[src/rtl/pid_pkg.sv]
// Package: shared trigger codes and register field placement for the
// per-pin interrupt detector. Assumes a four-bit trigger field.
package pid_pkg;
    localparam int CFG_W   = 4;
    localparam int CFG_LSB = 16;

    typedef enum logic [CFG_W-1:0] {
        TRIG_OFF  = 4'h0,
        TRIG_LOW  = 4'h8,
        TRIG_RISE = 4'h9,
        TRIG_FALL = 4'hA,
        TRIG_BOTH = 4'hB,
        TRIG_HIGH = 4'hC
    } trig_code_e;

    // True for a code that selects a detection condition
    function automatic logic code_active(input logic [CFG_W-1:0] c);
        return (c == TRIG_LOW)  || (c == TRIG_RISE) || (c == TRIG_FALL) ||
               (c == TRIG_BOTH) || (c == TRIG_HIGH);
    endfunction
endpackage

[src/rtl/pid_sync.sv]
// Module: multi-stage synchronizer for a vector of asynchronous pins.
// Assumes STAGES >= 1 and that each bit may be resampled independently.
module pid_sync #(
    parameter int WIDTH  = 32,
    parameter int STAGES = 2
) (
    input  logic             clk,
    input  logic             rst_n,
    input  logic [WIDTH-1:0] d_async,
    output logic [WIDTH-1:0] q_sync
);
    logic [WIDTH-1:0] chain [STAGES];

    // Shift pin samples through the synchronizer stages
    always_ff @(posedge clk) begin
        if (!rst_n) begin
            for (int k = 0; k < STAGES; k++) chain[k] <= '0;
        end else begin
            chain[0] <= d_async;
            for (int k = 1; k < STAGES; k++) chain[k] <= chain[k-1];
        end
    end

    assign q_sync = chain[STAGES-1];
endmodule

[src/rtl/pid_pin_cell.sv]
// Module: one pin's trigger code register and condition detector.
// Assumes pin_s is already synchronized. The hit output is combinational
// from the code, the current sample and the previous sample.
module pid_pin_cell
    import pid_pkg::*;
(
    input  logic             clk,
    input  logic             rst_n,
    input  logic             cfg_we,
    input  logic [CFG_W-1:0] cfg_wdata,
    input  logic             pin_s,
    output logic [CFG_W-1:0] cfg_q,
    output logic             hit
);
    logic prev_s;

    // Hold the trigger code written by software
    always_ff @(posedge clk) begin
        if (!rst_n)      cfg_q <= TRIG_OFF;
        else if (cfg_we) cfg_q <= cfg_wdata;
    end

    // Remember the previous synchronized sample for transition detection
    always_ff @(posedge clk) begin
        if (!rst_n) prev_s <= 1'b0;
        else        prev_s <= pin_s;
    end

    // Decode the trigger code into a per-clock hit
    always_comb begin
        case (cfg_q)
            TRIG_LOW:  hit = ~pin_s;
            TRIG_RISE: hit = pin_s & ~prev_s;
            TRIG_FALL: hit = ~pin_s & prev_s;
            TRIG_BOTH: hit = pin_s ^ prev_s;
            TRIG_HIGH: hit = pin_s;
            default:   hit = 1'b0;
        endcase
    end

    // a single-direction transition hit lasts one clock
    a_r3_edge_single_pulse: assert property (@(posedge clk) disable iff (!rst_n)
        (hit && (cfg_q == TRIG_RISE || cfg_q == TRIG_FALL))
        |=> !(hit && cfg_q == $past(cfg_q)));
endmodule

[src/rtl/pid_status.sv]
// Module: sticky status flags with write-1-to-clear, where a set wins.
// Assumes set_vec and clr_vec are valid on each clock and one-cycle wide.
module pid_status #(
    parameter int N = 32
) (
    input  logic         clk,
    input  logic         rst_n,
    input  logic [N-1:0] set_vec,
    input  logic [N-1:0] clr_vec,
    output logic [N-1:0] flags
);
    // Update flags: clear the named bits, then merge new events
    always_ff @(posedge clk) begin
        if (!rst_n) flags <= '0;
        else        flags <= (flags & ~clr_vec) | set_vec;
    end

    // flags are empty on the first clock after reset
    a_r1_flags_empty_after_reset: assert property (@(posedge clk) disable iff (!rst_n)
        $rose(rst_n) |-> flags == '0);

    // an uncontested clear empties the named flags
    a_r9_clear_takes_effect: assert property (@(posedge clk) disable iff (!rst_n)
        |(clr_vec & ~set_vec) |=> (flags & $past(clr_vec & ~set_vec)) == '0);

    // a flag that is not cleared stays set
    a_r9_flag_holds: assert property (@(posedge clk) disable iff (!rst_n)
        |(flags & ~clr_vec) |=> ($past(flags & ~clr_vec) & ~flags) == '0);

    // a new event always lands, even against a clear
    a_r10_set_wins: assert property (@(posedge clk) disable iff (!rst_n)
        |set_vec |=> (flags & $past(set_vec)) == $past(set_vec));
endmodule

[src/rtl/pin_irq_detect.sv]
// Module: top of the per-pin interrupt detector. It decodes the register
// window and combines the pin cells into the shared status word and one
// interrupt line. Assumes DATA_W >= NUM_PINS, DATA_W >= 20, and that
// 4*NUM_PINS and STATUS_ADDR fit in ADDR_W bits.
module pin_irq_detect
    import pid_pkg::*;
#(
    parameter int              NUM_PINS    = 32,
    parameter int              ADDR_W      = 8,
    parameter int              DATA_W      = 32,
    parameter int              SYNC_STAGES = 2,
    parameter logic [7:0]      STATUS_ADDR = 8'hA0
) (
    input  logic                clk,
    input  logic                rst_n,
    input  logic [NUM_PINS-1:0] pin_in,
    input  logic                reg_wr,
    input  logic [ADDR_W-1:0]   reg_addr,
    input  logic [DATA_W-1:0]   reg_wdata,
    output logic [DATA_W-1:0]   reg_rdata,
    output logic                irq_out
);
    localparam int IDX_W    = $clog2(NUM_PINS);
    localparam int WORD_W   = ADDR_W - 2;
    localparam int CTRL_END = 4 * NUM_PINS;

    logic [NUM_PINS-1:0] pin_s;
    logic [NUM_PINS-1:0] hit_vec;
    logic [NUM_PINS-1:0] clr_vec;
    logic [NUM_PINS-1:0] status;
    logic [CFG_W-1:0]    cfg_arr [NUM_PINS];
    logic [WORD_W-1:0]   word_idx;
    logic                ctrl_space;
    logic                status_sel;

    assign word_idx   = reg_addr[ADDR_W-1:2];
    assign ctrl_space = (reg_addr[1:0] == 2'b00) &&
                        ({1'b0, reg_addr} < (ADDR_W+1)'(CTRL_END));
    assign status_sel = (reg_addr == ADDR_W'(STATUS_ADDR));

    pid_sync #(.WIDTH(NUM_PINS), .STAGES(SYNC_STAGES)) sync_i (
        .clk     (clk),
        .rst_n   (rst_n),
        .d_async (pin_in),
        .q_sync  (pin_s)
    );

    genvar i;
    generate
        for (i = 0; i < NUM_PINS; i++) begin : g_pin
            logic cell_we;
            assign cell_we = reg_wr && ctrl_space && (word_idx == WORD_W'(i));

            pid_pin_cell cell_i (
                .clk       (clk),
                .rst_n     (rst_n),
                .cfg_we    (cell_we),
                .cfg_wdata (reg_wdata[CFG_LSB +: CFG_W]),
                .pin_s     (pin_s[i]),
                .cfg_q     (cfg_arr[i]),
                .hit       (hit_vec[i])
            );

            // a held low level lands in the status register
            a_r6_low_level_sets: assert property (@(posedge clk) disable iff (!rst_n)
                (cfg_arr[i] == TRIG_LOW && !pin_s[i]) |=> status[i]);

            // a held high level lands in the status register
            a_r7_high_level_sets: assert property (@(posedge clk) disable iff (!rst_n)
                (cfg_arr[i] == TRIG_HIGH && pin_s[i]) |=> status[i]);

            // an inactive code never raises a quiet flag
            a_r8_inactive_code_quiet: assert property (@(posedge clk) disable iff (!rst_n)
                (!code_active(cfg_arr[i]) && !status[i]) |=> !status[i]);
        end
    endgenerate

    // Route status-word writes to the write-1-to-clear vector
    always_comb begin
        clr_vec = '0;
        if (reg_wr && status_sel) clr_vec = reg_wdata[NUM_PINS-1:0];
    end

    pid_status #(.N(NUM_PINS)) status_i (
        .clk     (clk),
        .rst_n   (rst_n),
        .set_vec (hit_vec),
        .clr_vec (clr_vec),
        .flags   (status)
    );

    // Select read data for the addressed register
    always_comb begin
        reg_rdata = '0;
        if (status_sel)
            reg_rdata[NUM_PINS-1:0] = status;
        else if (ctrl_space)
            reg_rdata[CFG_LSB +: CFG_W] = cfg_arr[word_idx[IDX_W-1:0]];
    end

    assign irq_out = |status;
endmodule

[config.mk]
export PLATFORM = sky130hd
export DESIGN_NAME = pin_irq_detect
export DESIGN_NICKNAME = d
export VERILOG_FILES = /design/src/rtl/pid_pkg.sv /design/src/rtl/pid_sync.sv /design/src/rtl/pid_pin_cell.sv /design/src/rtl/pid_status.sv /design/src/rtl/pin_irq_detect.sv
export SDC_FILE = /design/constraint.sdc
export NUM_CORES = 1
export LEC_CHECK = 0
export BUFFER_PORTS_ARGS = -buffer_cell sky130_fd_sc_hd__clkbuf_2
export CAP_MARGIN = 20
export CORE_AREA = 8 8 179 181
export DETAILED_ROUTE_END_ITERATION = 16
export DIE_AREA = 0 0 187 189
export GPL_ROUTABILITY_DRIVEN = 0
export GPL_TIMING_DRIVEN = 0
export REMOVE_ABC_BUFFERS = 1
export SLEW_MARGIN = 20
export SYNTH_ARGS = -nofsm -noshare
export SYNTH_HDL_FRONTEND = slang
export SYNTH_SLANG_ARGS = --single-unit
[constraint.sdc]
create_clock -name clk -period 5.59 [get_ports clk]
set_clock_uncertainty 0.05 [all_clocks]
set_input_delay 0.8385 -clock clk [delete_from_list [all_inputs] [get_ports clk]]
set_output_delay 0.8385 -clock clk [all_outputs]
set_load 0.01 [all_outputs]
Word level (Yosys, flattened, before mapping)
Memories as Yosys holds them, arrays and structs flattened.
Cells that the tools add are included.
{"block": "op_classes", "magnitude_cmp": 2, "eq_ne": 192, "mux": 44, "bitwise": 166, "reduce_logical": 38}
{"op": "$eq 4x4->1 const B", "count": 160}
{"op": "$pmux 1 s5", "count": 32}
{"op": "$eq 6x5->1 const B", "count": 16}
{"op": "$mux 32", "count": 3}
{"op": "$and 1x1->1", "count": 64}
{"op": "$not 1->1", "count": 64}
{"op": "$eq 6x4->1 const B", "count": 8}
{"op": "$logic_and 1x1->1", "count": 35}
{"op": "$and 32x32->32", "count": 1}
{"op": "$not 32->32", "count": 1}
{"op": "$or 32x32->32", "count": 1}
{"op": "$reduce_or 32->1", "count": 1}
{"op": "$xor 1x1->1", "count": 32}
{"op": "$eq 6x3->1 const B", "count": 4}
{"op": "$bmux 4 s5", "count": 1}
{"op": "$mux 16", "count": 1}
{"op": "$mux 4", "count": 4}
{"op": "$eq 6x2->1 const B", "count": 2}
{"op": "$mux 12", "count": 1}
{"op": "$eq 8x8->1 const B", "count": 1}
{"op": "$lt 8x8->1 const B", "count": 1}
{"op": "$eq 6x1->1 const B", "count": 1}
{"op": "$ge 6x6->1 const B", "count": 1}
{"op": "$logic_not 6->1", "count": 1}
{"op": "4 further kinds", "count": 6}
{"block": "word_totals", "ff_bits": 192, "ram_bits": 64, "inputBits": 75, "out_inout_bits": 33, "n_memories": 1}
{"name": "sync_i.chain", "depth": 2, "word_bits": 32, "rd": 2, "rd_clocked_by_memory_dff": 0, "write_ports": 2, "line_no": "pid_sync.sv:12", "rtl": "logic [WIDTH-1:0] chain [STAGES];"}

Longest topological paths before layout
Gate-level depths: netlist of the first run.
{"block": "logic_depth", "word_depth": 6, "mapped_depth": 9}

Cells and area by module
Synthesis of the first run repeated with hierarchy kept, for this count alone.
{"block": "unflattened", "cells_unflattened": 1368, "hier_area_um2": 13849.5}
{"mod": "pid_pin_cell", "instances": 32, "cells_each": 27, "area_per_inst_um2": 274.0, "seq_area_each_um2": 100.1}
{"mod": "pid_sync", "instances": 1, "cells_each": 166, "area_per_inst_um2": 2031.9, "seq_area_each_um2": 1281.2}
{"mod": "pin_irq_detect", "instances": 1, "cells_each": 239, "area_per_inst_um2": 1934.4, "seq_area_each_um2": 0.0}
{"mod": "pid_status", "instances": 1, "cells_each": 99, "area_per_inst_um2": 1114.8, "seq_area_each_um2": 640.6}

Worst setup path after synthesis of the first run
No wires, ideal clock.
{"block": "synth_path", "path_type": "input to output", "startpoint": "in reg_addr[3]", "endpoint": "out reg_rdata[17]", "arrival_ns": 2.294, "required_time_ns": 4.702, "setup_slack_ns": 2.408, "path_stages": 6, "path_buffers": 3, "path_cell_list": "buf_2 -> buf_4 -> buf_2 -> mux4_2 -> a2111oi_0 -> nor3_1"}
{"block": "synth_between", "elab_chain_cells": 6}
{"element": "start: declaration", "line_no": "pin_irq_detect.sv:18", "rtl": "input logic [ADDR_W-1:0] reg_addr,"}
{"element": "$not 5->6 (implied by the code)", "line_no": "pin_irq_detect.sv:98", "rtl": "reg_rdata[CFG_LSB +: CFG_W] = cfg_arr[word_idx[IDX_W-1:0]];"}
{"element": "$bmux 4 s5", "line_no": "pin_irq_detect.sv:98"}
{"element": "$mux 4 (implied by the code) (2 in a row)", "line_no": "pin_irq_detect.sv:98"}
{"element": "$mux 4", "line_no": "pin_irq_detect.sv:97", "rtl": "else if (ctrl_space)"}
{"element": "$mux 4 *", "line_no": "pin_irq_detect.sv:95", "rtl": "if (status_sel)"}
{"element": "end: declaration", "line_no": "pin_irq_detect.sv:20", "rtl": "output logic [DATA_W-1:0] reg_rdata,"}
Every way passes the cells marked *; elsewhere a longest branch is shown, timed or not. The select of a mux whose other input is x is not followed.

Worst setup path after layout of the first run
Same ends and word-level chain as after synthesis.

==> results.md, run 1 <==
* Number of buffers created by CTS at 30
* DRC at 0
* Setup Fix Bufs, Post-CTS at 0
* Die width at 187 um
* Final worst path period share at 0.808
* CP max FO at 47
* Asr flop ratio synth at 0
* DR pass1 iterations at 4
* YS warnings at 0
* Cell Count Post-Placement at 1798
* Count of different cell masters after synthesis at 43
* Worst EP required at 4700 ps
* Cts repair resizes at 0
* Number of top-level pins at 108
* Worst-skew pair later-pin latency at 550 ps
* Final Hold Fails at 0
* Hold Buf Count CTS at 0
* WL/cell at 17.2 um
* Post-synth top flop: dfxtp_1
* Family with the most delay on the worst path: simple AND/OR/NAND/NOR gates
* Sequential element share of the synthesized area at 0.397
* First-pass GRT wire length at 50.7 mm
* Kind of critical path: input port to output port
* Layout cells sized above 1 at 0.131
* Crit path DAT at 3630 ps
* F_max at 221 MHz
* Placement row count at 63
* Multi-input gate area at 7060 sq um
* Vias per cell at 5.16
* Starting Density at 0.441
* Clock root buffer: clkbuf_16
* CP endpoint kind: output port
* Maximum vdd ir drop at 0.000269 V
* Crit path cell chain: clkbuf_4 -> buf_16 -> nor2_1 -> and3_2 -> buf_12 -> a211o_1 -> a2111oi_0 -> nor3_1 -> clkbuf_2
* CP bufs+invs at 4
* Largest net degree at the start of global routing at 148
* #FFs+latches synth at 256
* Final nets at 1579
* Dpl hpwl at 21.7 mm
* RSZ-0062 raised after global routing: false
* Gr usage total at 0.175
* Synth Instances at 1380
* H-tree depth at 1
* Max clock buf depth at 3
* Area Growth Syn to Fin at 13.8%
* Power density over the cells at 277 nW/um^2
* Worst-margin pin slew at 1080 ps
* EDFF count, synth at 0
* DRT iter0 DRCs at 534
* Avg Inst Size Synth at 9.35 sq um
* Number of max-cap violations at 0
* Status: finished clean
* Final WL at 31.8 mm
* Initial antenna violation count at 1
* Vias in the first global route at 9318
* Leak pwr at 6.01 nW
* Syn Std Cell Area at 12900 sq um
* Vias after detailed routing at 9558
* CP max-delay cell: and3_2
* # fillers at 2774
* Final Core Density at 0.502
* Final Setup Violations at 0
* Final ANT Viol Nets at 0
* IO buf count at 107
* Core ar. at 29200 sq um
* Final global-route overflow total at 0
* Die height at 189 um
* Setup TNS Final at 0 ps
* Finished Layout Cells at 1852
* Die area at 35300 sq um
* Fin. max-slew vios at 0
* Seq. cell area at 5120 sq um
* CP Launch Type: input port
* Hold crit path type: flop to flop
* CTS tree: yes
* CTS sink count at 256
* Crit-path max cell delay at 550 ps
* Slew headroom at 0.281
* ANT cells at 0
* CTS clk-pin slew, worst paths at 60 ps
* Crit path time final at 4520 ps
[sequential cells by signal (all words and copies together) (netlist names)]
register             cells
g_pin.cell_i.cfg_q     128
sync_i.chain            64
g_pin.cell_i.prev_s     32
status_i.flags          32
[cell usage after synthesis (4+ instances only)]
cell        n  share of area
nor2b_1    99          0.048
nand3_1    47          0.018
a211oi_1    6         0.0035
inv_1      97          0.028
nand2b_1    7         0.0034
and2_1    125          0.061
mux2_2      4         0.0035
mux2i_1   148           0.11
o21ai_0   101          0.039
a21oi_1    10         0.0039
a21boi_0   67          0.039
mux4_2     17          0.030
nor2_1     15         0.0044
nand4_1     6         0.0029
nor4_1      8         0.0039
buf_2      13         0.0050
nand3b_1   33          0.019
clkbuf_1   58          0.017
nand2_1    83          0.024
nor3_2      6         0.0047
nor3_1      6         0.0023
ha_1       64          0.062
xor2_1     31          0.021
o211ai_1   32          0.019
buf_4       7         0.0041
buf_1       4         0.0012
dfxtp_1   256           0.40
[routing by layer]
layer	vias up	GRT usage	wire length, um
met1	4508	0.229	15200
met2	153	0.287	14300
met4	2	0.0629	1110
met5	-	0	10
met3	62	0.0296	1150
li1	4833	-	-
[worst register-to-register path, cell delays in order, from the launching register on]
cell and delay, ps:
dfxtp_1 380, inv_1 60, ha_1 170, nand3b_1 70, o21ai_0 90, o211ai_1 400, a21boi_0 140
[stage by stage]
| step | hold slack, ps | cell area, sq um | setup WS, ps | total power [W] |
|---|---|---|---|---|
| 2_1_floorplan | 362 | 12600 | 1730 | 0.00201 |
| 3_3_place_gp | 363 | 13600 | -759 | 0.00214 |
| 3_5_place_dp | 368 | 13700 | 1150 | 0.00214 |
| 4_1_cts | 383 | 14700 | 1150 | 0.00412 |
| 5_1_grt | 390 | 14700 | 908 | 0.00422 |
| 6_report | 379 | 14700 | 1070 | 0.00406 |
[kinds of logic (layout without fill, tap and decap cells)]
| group | Yosys count | in the layout | synth area share |
|---|---|---|---|
| flops | 256 | 256 | 0.397 |
| xor+xnor | 31 | 31 | 0.0210 |
| mux | 169 | 169 | 0.148 |
| fa+ha+maj | 64 | 64 | 0.0621 |
| simple gates | 445 | 445 | 0.199 |
| buf+inv | 179 | 261 | 0.0554 |
| compound gates | 236 | 236 | 0.117 |
[layout by cell type (no fill, tap or decap), drive strengths merged, types with 9 or more instances in the layout]
| cell type | instances |
|---|---|
| dfxtp | 256 |
| clkbuf | 154 |
| mux2i | 148 |
| and2 | 125 |
| o21ai | 101 |
| nor2b | 99 |
| inv | 98 |
| nand2 | 83 |
| a21boi | 68 |
| ha | 64 |
| nand3 | 47 |
| nand3b | 33 |
| o211ai | 32 |
| xor2 | 31 |
| mux4 | 17 |
| nor2 | 15 |
| nor3 | 13 |
| a21oi | 10 |
| nor4 | 9 |
[where the power goes]
group          internal [W]  switching, W
combinational     0.0000921      0.000135
clock               0.00121      0.000756
sequential          0.00185     0.0000180
total               0.00315      0.000909
[layout make-up]
cell class,instances,area share
clock buffers,47,0.0651
clock inverters,7,0.00435
inverters,97,0.0248
multi-input cells,945,0.481
flip-flops and latches,256,0.349
well taps,390,0.0332
repair buffers,110,0.0425
[final timing paths]
| check | start | to | slack [ps] | depth (start not counted) |
|---|---|---|---|---|
| max | reg_addr[3] | reg_rdata[17] | 1070 | 9 |
| min | sync_i.chain[0][29] | sync_i.chain[0][61] | 380 | 1 |
| max reg2reg | sync_i.chain[0][52] | status_i.flags[20] | 4090 | 6 |
| min reg2reg | sync_i.chain[0][29] | sync_i.chain[0][61] | 380 | 1 |
(Power assumes the default switching activity.)
==> run 2: changes to the inputs <==
Clock period 5.59 ns to 3.7 ns, I/O delays scaled along.
==> run 2 against run 1 <==
Compared with the run above:
- hold slack got worse by 230 ps
- final cell count stayed put
- critical path depth unchanged
- critical endpoint unchanged
==> results.md, run 2 (synthesis gave the netlist of run 1 again) <==
* WL/cell at 17.2 um (about the same)
* Largest regs: g_pin.cell_i.cfg_q (128), sync_i.chain (64)
* Kind of critical path: input port to output port
* Biggest register: g_pin.cell_i.cfg_q
* Layout cells sized above 1 at 0.133 (+0.00205)
* CTS clk-pin slew, worst paths at 60 ps (about the same)
* Largest net degree at the start of global routing at 148 (unchanged)
* ANT cells at 0 (unchanged)
* CTS sink count at 256 (unchanged)
* Placement row count at 63 (unchanged)
* CP max FO at 47 (unchanged)
* Final worst path period share at 0.945
* DRT iter0 DRCs at 528 (-1.1%)
* Fin. max-slew vios at 0 (unchanged)
* Final Hold Fails at 0 (unchanged)
* Setup Fix Bufs, Post-CTS at 0 (unchanged)
* DRC at 0 (unchanged)
* Multi-input gate area at 7080 sq um (+0.23%)
* Final nets at 1579 (unchanged)
* Core ar. at 29200 sq um (unchanged)
* CP Launch Type: input port
* CTS tree: yes
* Vias after detailed routing at 9569 (+0.12%)
* IO buf count at 107 (unchanged)
* F_max at 286 MHz
* Number of buffers created by CTS at 30 (unchanged)
* Number of top-level pins at 108 (unchanged)
* Power consumption at 0.00614 W (+51%)
* Commonest non-fill, non-tap cell in the layout: dfxtp_1
* RSZ-0062 raised after global routing: false
* Slew headroom at 0.286 (+0.00528)
* Status: finished clean
* Worst-margin pin slew at 1070 ps (-7.93 ps)
* Final Setup Violations at 0 (unchanged)
* Power density over the cells at 418 nW/um^2 (+51%)
* Crit path time final at 3500 ps
* Gr usage total at 0.175 (unchanged)
* Starting Density at 0.441 (unchanged)
* Most frequent cells in the layout: dfxtp_1 (256), mux2i_1 (148), and2_1 (125)
* Final ANT Viol Nets at 0 (unchanged)
* Die width at 187 um (unchanged)
* Die height at 189 um (unchanged)
* # fillers at 2771 (-0.11%)
* Final Core Density at 0.503 (+0.000556)
* Dpl hpwl at 21.7 mm (unchanged)
* First-pass GRT wire length at 50.7 mm (unchanged)
* Final WL at 31.8 mm (about the same)
* WHS at 152 ps (-227 ps)
* Vias in the first global route at 9318 (unchanged)
* Leak pwr at 6.01 nW (about the same)
* Number of max-cap violations at 0 (unchanged)
* Hold crit path type: input port to flop
* DR pass1 iterations at 4 (unchanged)
* Clock root buffer: clkbuf_16
* H-tree depth at 1 (unchanged)
* Crit path DAT at 2890 ps (-740 ps)
* Initial antenna violation count at 1 (unchanged)
* Vias per cell at 5.17 (+0.12%)
* Worst-skew pair later-pin latency at 550 ps (about the same)
* Die area at 35300 sq um (unchanged)
* CP endpoint kind: output port
* Worst EP required at 3090 ps (-1610 ps)
* Seq. cell area at 5120 sq um (unchanged)
* Max clock buf depth at 3 (unchanged)
* Hold Buf Count CTS at 0 (unchanged)
* Maximum vdd ir drop at 0.000408 V (+51%)
* Final global-route overflow total at 0 (unchanged)
* Max reg flops at 128 (unchanged)
* Area Growth Syn to Fin at 13.9%
-- run 2: cell types whose count changed in the layout (fill, tap and decap cells not counted), moves of 2 or more --
| cell | delta |
|---|---|
| a2111oi_0 | -2 |
| buf_4 | +2 |
| clkbuf_4 | -2 |
| a2111oi_1 | +2 |
-- run 2: final cells by class --
| class | instances | area share |
|---|---|---|
| multi-input combinational | 945 | 0.482 |
| sequential | 256 | 0.349 |
| clock buffer | 47 | 0.0650 |
| timing repair buffer | 110 | 0.0425 |
| tap | 390 | 0.0332 |
| inverter | 97 | 0.0248 |
| clock inverter | 7 | 0.00434 |
-- run 2: through the flow --
step           cell area [sq um]  setup slack, ps  setup TNS (ps)  std cells
6_report                   14700              203               0       1852
2_1_floorplan              12600              410               0       1298
4_1_cts                    14700             46.1               0       1852
5_1_grt                    14700             32.2               0       1852
3_5_place_dp               13700             -172            -416       1798
3_3_place_gp               13600            -2080         -141130       1795
-- run 2: path summary, 6_finish.rpt --
path | end | start | slack, ps | cells past startpoint
max | reg_rdata[17] | reg_addr[3] | 200 | 9
min | sync_i.chain[0][7] | pin_in[7] | 150 | 2
max reg2reg | status_i.flags[20] | sync_i.chain[0][52] | 2170 | 6
min reg2reg | sync_i.chain[0][61] | sync_i.chain[0][29] | 380 | 1
-- run 2: critical path, stage by stage --
cell	delay, ps
buf_4	300
buf_16	290
nor2_2	130
and3_4	310
buf_12	200
a211o_1	300
a2111oi_1	420
nor3_2	150
clkbuf_2	160
-- run 2: where the power goes --
group	leakage, nW	internal [W]	total (W)	switching [W]
Sequential	2.08	0.00280	0.00283	0.0000271
Combinational	3.42	0.000140	0.000344	0.000205
Clock	0.511	0.00183	0.00297	0.00114
-- run 2: what timing repair did --
item / 4_1_cts / 5_1_grt
setup endpoints to repair: 3 / 3
pin swaps: 0 / 1
gates cloned: 0 / 0
gates resized for setup: 2 / 6
-- run 2: layer usage --
metal / wire length, um / track usage
met1: 14900 / 0.229
met2: 14400 / 0.287
met3: 1410 / 0.0296
met4: 1070 / 0.0629
met5: 10 / 0
==> run 3: changes to the inputs <==
Settings changed: CORE_AREA 8 8 179 181 to 8 8 185 187, CTS_BUF_LIST set to sky130_fd_sc_hd__clkbuf_8, DIE_AREA 0 0 187 189 to 0 0 193 195, PLACE_DENSITY set to 0.7, SYNTH_HIERARCHICAL set to 1.
==> run 3 against run 2 <==
Compared with the run above:
- final cell count rose by 0.54%
- utilization is 1.5 points lower
- cell area grew 3.6%
- power down 8.1%
- sequential share of layout area is 1.2 points lower
==> results.md, run 3 <==
* Final Hold Fails at 0 (unchanged)
* Final global-route overflow total at 0 (unchanged)
* R2r startpoint: sync_i/chain[0][47]
* Initial antenna violation count at 1 (unchanged)
* Post-synth top cells: dfxtp_1 (256), mux2i_1 (171), nor2b_1 (164), inv_1 (98)
* Number of max-cap violations at 0 (unchanged)
* Worst R2R End: status_i/flags[15]
* IO buf count at 107 (unchanged)
* Core ar. at 31200 sq um (+6.8%)
* Layout cells sized above 1 at 0.222 (+0.0894)
* DR pass1 iterations at 6 (+2)
* Final WL at 32.1 mm (+0.90%)
* Worst EP required at 3090 ps (about the same)
* Number of buffers created by CTS at 46 (+53%)
* Largest net degree at the start of global routing at 98 (-34%)
* Slew headroom at 0.348 (+0.0615)
* Worst-skew pair later-pin latency at 570 ps (+20 ps)
* Largest regs: g_pin.cell_i/cfg_q (128), sync_i/chain (64)
* Clock root buffer: clkbuf_8
* Yosys top cell area share at 0.370 (-0.0272)
* Most frequent cells in the layout: dfxtp_1 (256), mux2i_1 (171), nor2b_1 (164)
* Placement row count at 65 (+3.2%)
* Die width at 193 um (+3.2%)
* YS warnings at 6 (+6)
* Post-DP Area at 14400 sq um (+5.1%)
* CTS clk-pin slew, worst paths at 60 ps (about the same)
* Number of top-level pins at 108 (unchanged)
* Synth top area cells: dfxtp_1 (37%), mux2i_1 (12%), nor2b_1 (7.4%)
* CP endpoint kind: output port
* Area Growth Syn to Fin at 10.0%
* Synth Instances at 1368 (-0.87%)
* Hold crit path type: input port to flop
* Hold Buf Count CTS at 0 (unchanged)
* Finished Layout Cells at 1862 (+0.54%)
* Commonest non-fill, non-tap cell in the layout: dfxtp_1
* Worst reg2reg setup slack at 2150 ps (-20 ps)
* DRT iter0 DRCs at 504 (-4.5%)
* Sequential element share of the synthesized area at 0.370 (-0.0272)
* Leak pwr at 6.00 nW (about the same)
* # fillers at 2936 (+6.0%)
* Hold path depth at 2 (unchanged)
* Final instance area at 15200 sq um (+3.6%)
* Asr flop ratio synth at 0 (unchanged)
* CTS sink count at 256 (unchanged)
* Crit path DAT at 2860 ps (-30 ps)
* EDFF count, synth at 0 (unchanged)
* Vias in the first global route at 9740 (+4.5%)
* Vias after detailed routing at 9453 (-1.2%)
* CP max FO at 44 (-6.4%)
* Count leader, synth: dfxtp_1
* Area leader, netlist: dfxtp_1
* Avg Inst Size Synth at 10.1 sq um (+8.3%)
* Worst hold path startpoint: pin_in[21]
* Final nets at 1568 (-0.70%)
* Count of different cell masters after synthesis at 47 (+9.3%)
* Maximum vdd ir drop at 0.000226 V (-45%)
* First-pass GRT wire length at 51.7 mm (+1.9%)
* WL/cell at 17.2 um (+0.35%)
* Max clock buf depth at 3 (unchanged)
* Dpl hpwl at 22.1 mm (+1.8%)
* Crit path time final at 3470 ps (-27.0 ps)
* Biggest register: g_pin.cell_i/cfg_q
* Final Setup Violations at 0 (unchanged)
* Post-synth top flop: dfxtp_1
* Fin. max-slew vios at 0 (unchanged)
* Power density over the cells at 371 nW/um^2 (-11%)
* Die area at 37600 sq um (+6.5%)
* F_max at 288 MHz (+0.78%)
* Gr usage total at 0.170 (-0.00456)
* RSZ-0062 raised after global routing: false
* Syn Std Cell Area at 13800 sq um (+7.4%)
* Worst-margin pin slew at 978 ps (-92.3 ps)
* CTS tree: yes
* H-tree depth at 2 (+1)
* Status: finished clean
* Final worst path period share at 0.938 (-0.00730)
* #FFs+latches synth at 256 (unchanged)
* Starting Density at 0.443 (+0.00232)
* Cell Count Post-Placement at 1783 (-0.83%)
* Die height at 195 um (+3.2%)
* Vias per cell at 5.08 (-1.7%)
* Setup Fix Bufs, Post-CTS at 0 (unchanged)
* Worst hold path endpoint: sync_i/chain[0][21]
* CP Launch Type: input port
* WHS at 150 ps (-1.90 ps)
* Place WS at -122 ps (+49.5 ps)
* Final ANT Viol Nets at 0 (unchanged)
* DRC at 0 (unchanged)
* Final worst slack at 230 ps (+27.0 ps)
* Max reg flops at 128 (unchanged)
* Reg2Reg Depth at 6 (unchanged)
* Kind of critical path: input port to output port
## run 3: critical path: stages
cell and delay, ps:
clkbuf_4 610, mux4_2 580, nor3b_1 150, a2111oi_0 530, o31ai_1 240, clkbuf_2 180
## run 3: logic make-up (layout without fill, tap and decap cells)
kind of cell | after synthesis | in the layout | share of synthesized area
flops | 256 | 256 | 0.370
compound gates | 121 | 121 | 0.0894
simple gates | 496 | 496 | 0.218
other cells | 0 | 1 | 0
fa+ha+maj | 64 | 64 | 0.0578
buf+inv | 195 | 286 | 0.0711
xor+xnor | 32 | 32 | 0.0202
mux | 204 | 204 | 0.173
## run 3: layout make-up
class	instances	area, sq um	share of cell area
diodes	1	2.50	0.000164
clock inverters	23	108	0.00706
inverters	98	368	0.0241
repair buffers	110	632	0.0415
well taps	402	503	0.0330
multi-input cells	917	7740	0.508
flip-flops and latches	256	5120	0.336
clock buffers	55	757	0.0497
## run 3: metrics by stage
| stage | utilization | setup TNS [ps] | power [W] |
|---|---|---|---|
| 5_1_grt | 0.488 | 0 | 0.00591 |
| 6_report | 0.488 | 0 | 0.00565 |
| 2_1_floorplan | - | 0 | 0.00304 |
| 3_3_place_gp | 0.457 | -98460 | 0.00321 |
| 4_1_cts | 0.488 | 0 | 0.00573 |
| 3_5_place_dp | 0.460 | -122 | 0.00322 |
## run 3: worst max path at each step
| stage | startpoint | endpoint | slack (ps) | depth (start not counted) |
|---|---|---|---|---|
| after floorplan | reg_addr[6] | reg_rdata[16] | 960 | 4 |
| after global placement | reg_addr[3] | reg_rdata[17] | -890 | 6 |
| after detailed placement | reg_addr[2] | reg_rdata[18] | -120 | 6 |
| after CTS | reg_addr[3] | reg_rdata[18] | 170 | 6 |
| after global routing | reg_addr[3] | reg_rdata[18] | 40 | 6 |
| final | reg_addr[3] | reg_rdata[18] | 230 | 6 |
## run 3: power breakdown
group,switching [W],internal [W],total (W)
Sequential,0.0000266,0.00280,0.00283
Combinational,0.000180,0.000152,0.000331
Clock,0.00114,0.00134,0.00249
## run 3: routing by layer
layer  up-vias  wire length, um  global-route usage
met4         0              998              0.0658
li1       4725                -                   -
met5         -                0                   0
met2       173            15400               0.287
met3        59             1350              0.0314
met1      4496            14300               0.212
## run 3: what timing repair did
action,in CTS,in global routing
setup endpoints to repair,1,0
hold endpoints to repair,0,0
resized for setup,1,0
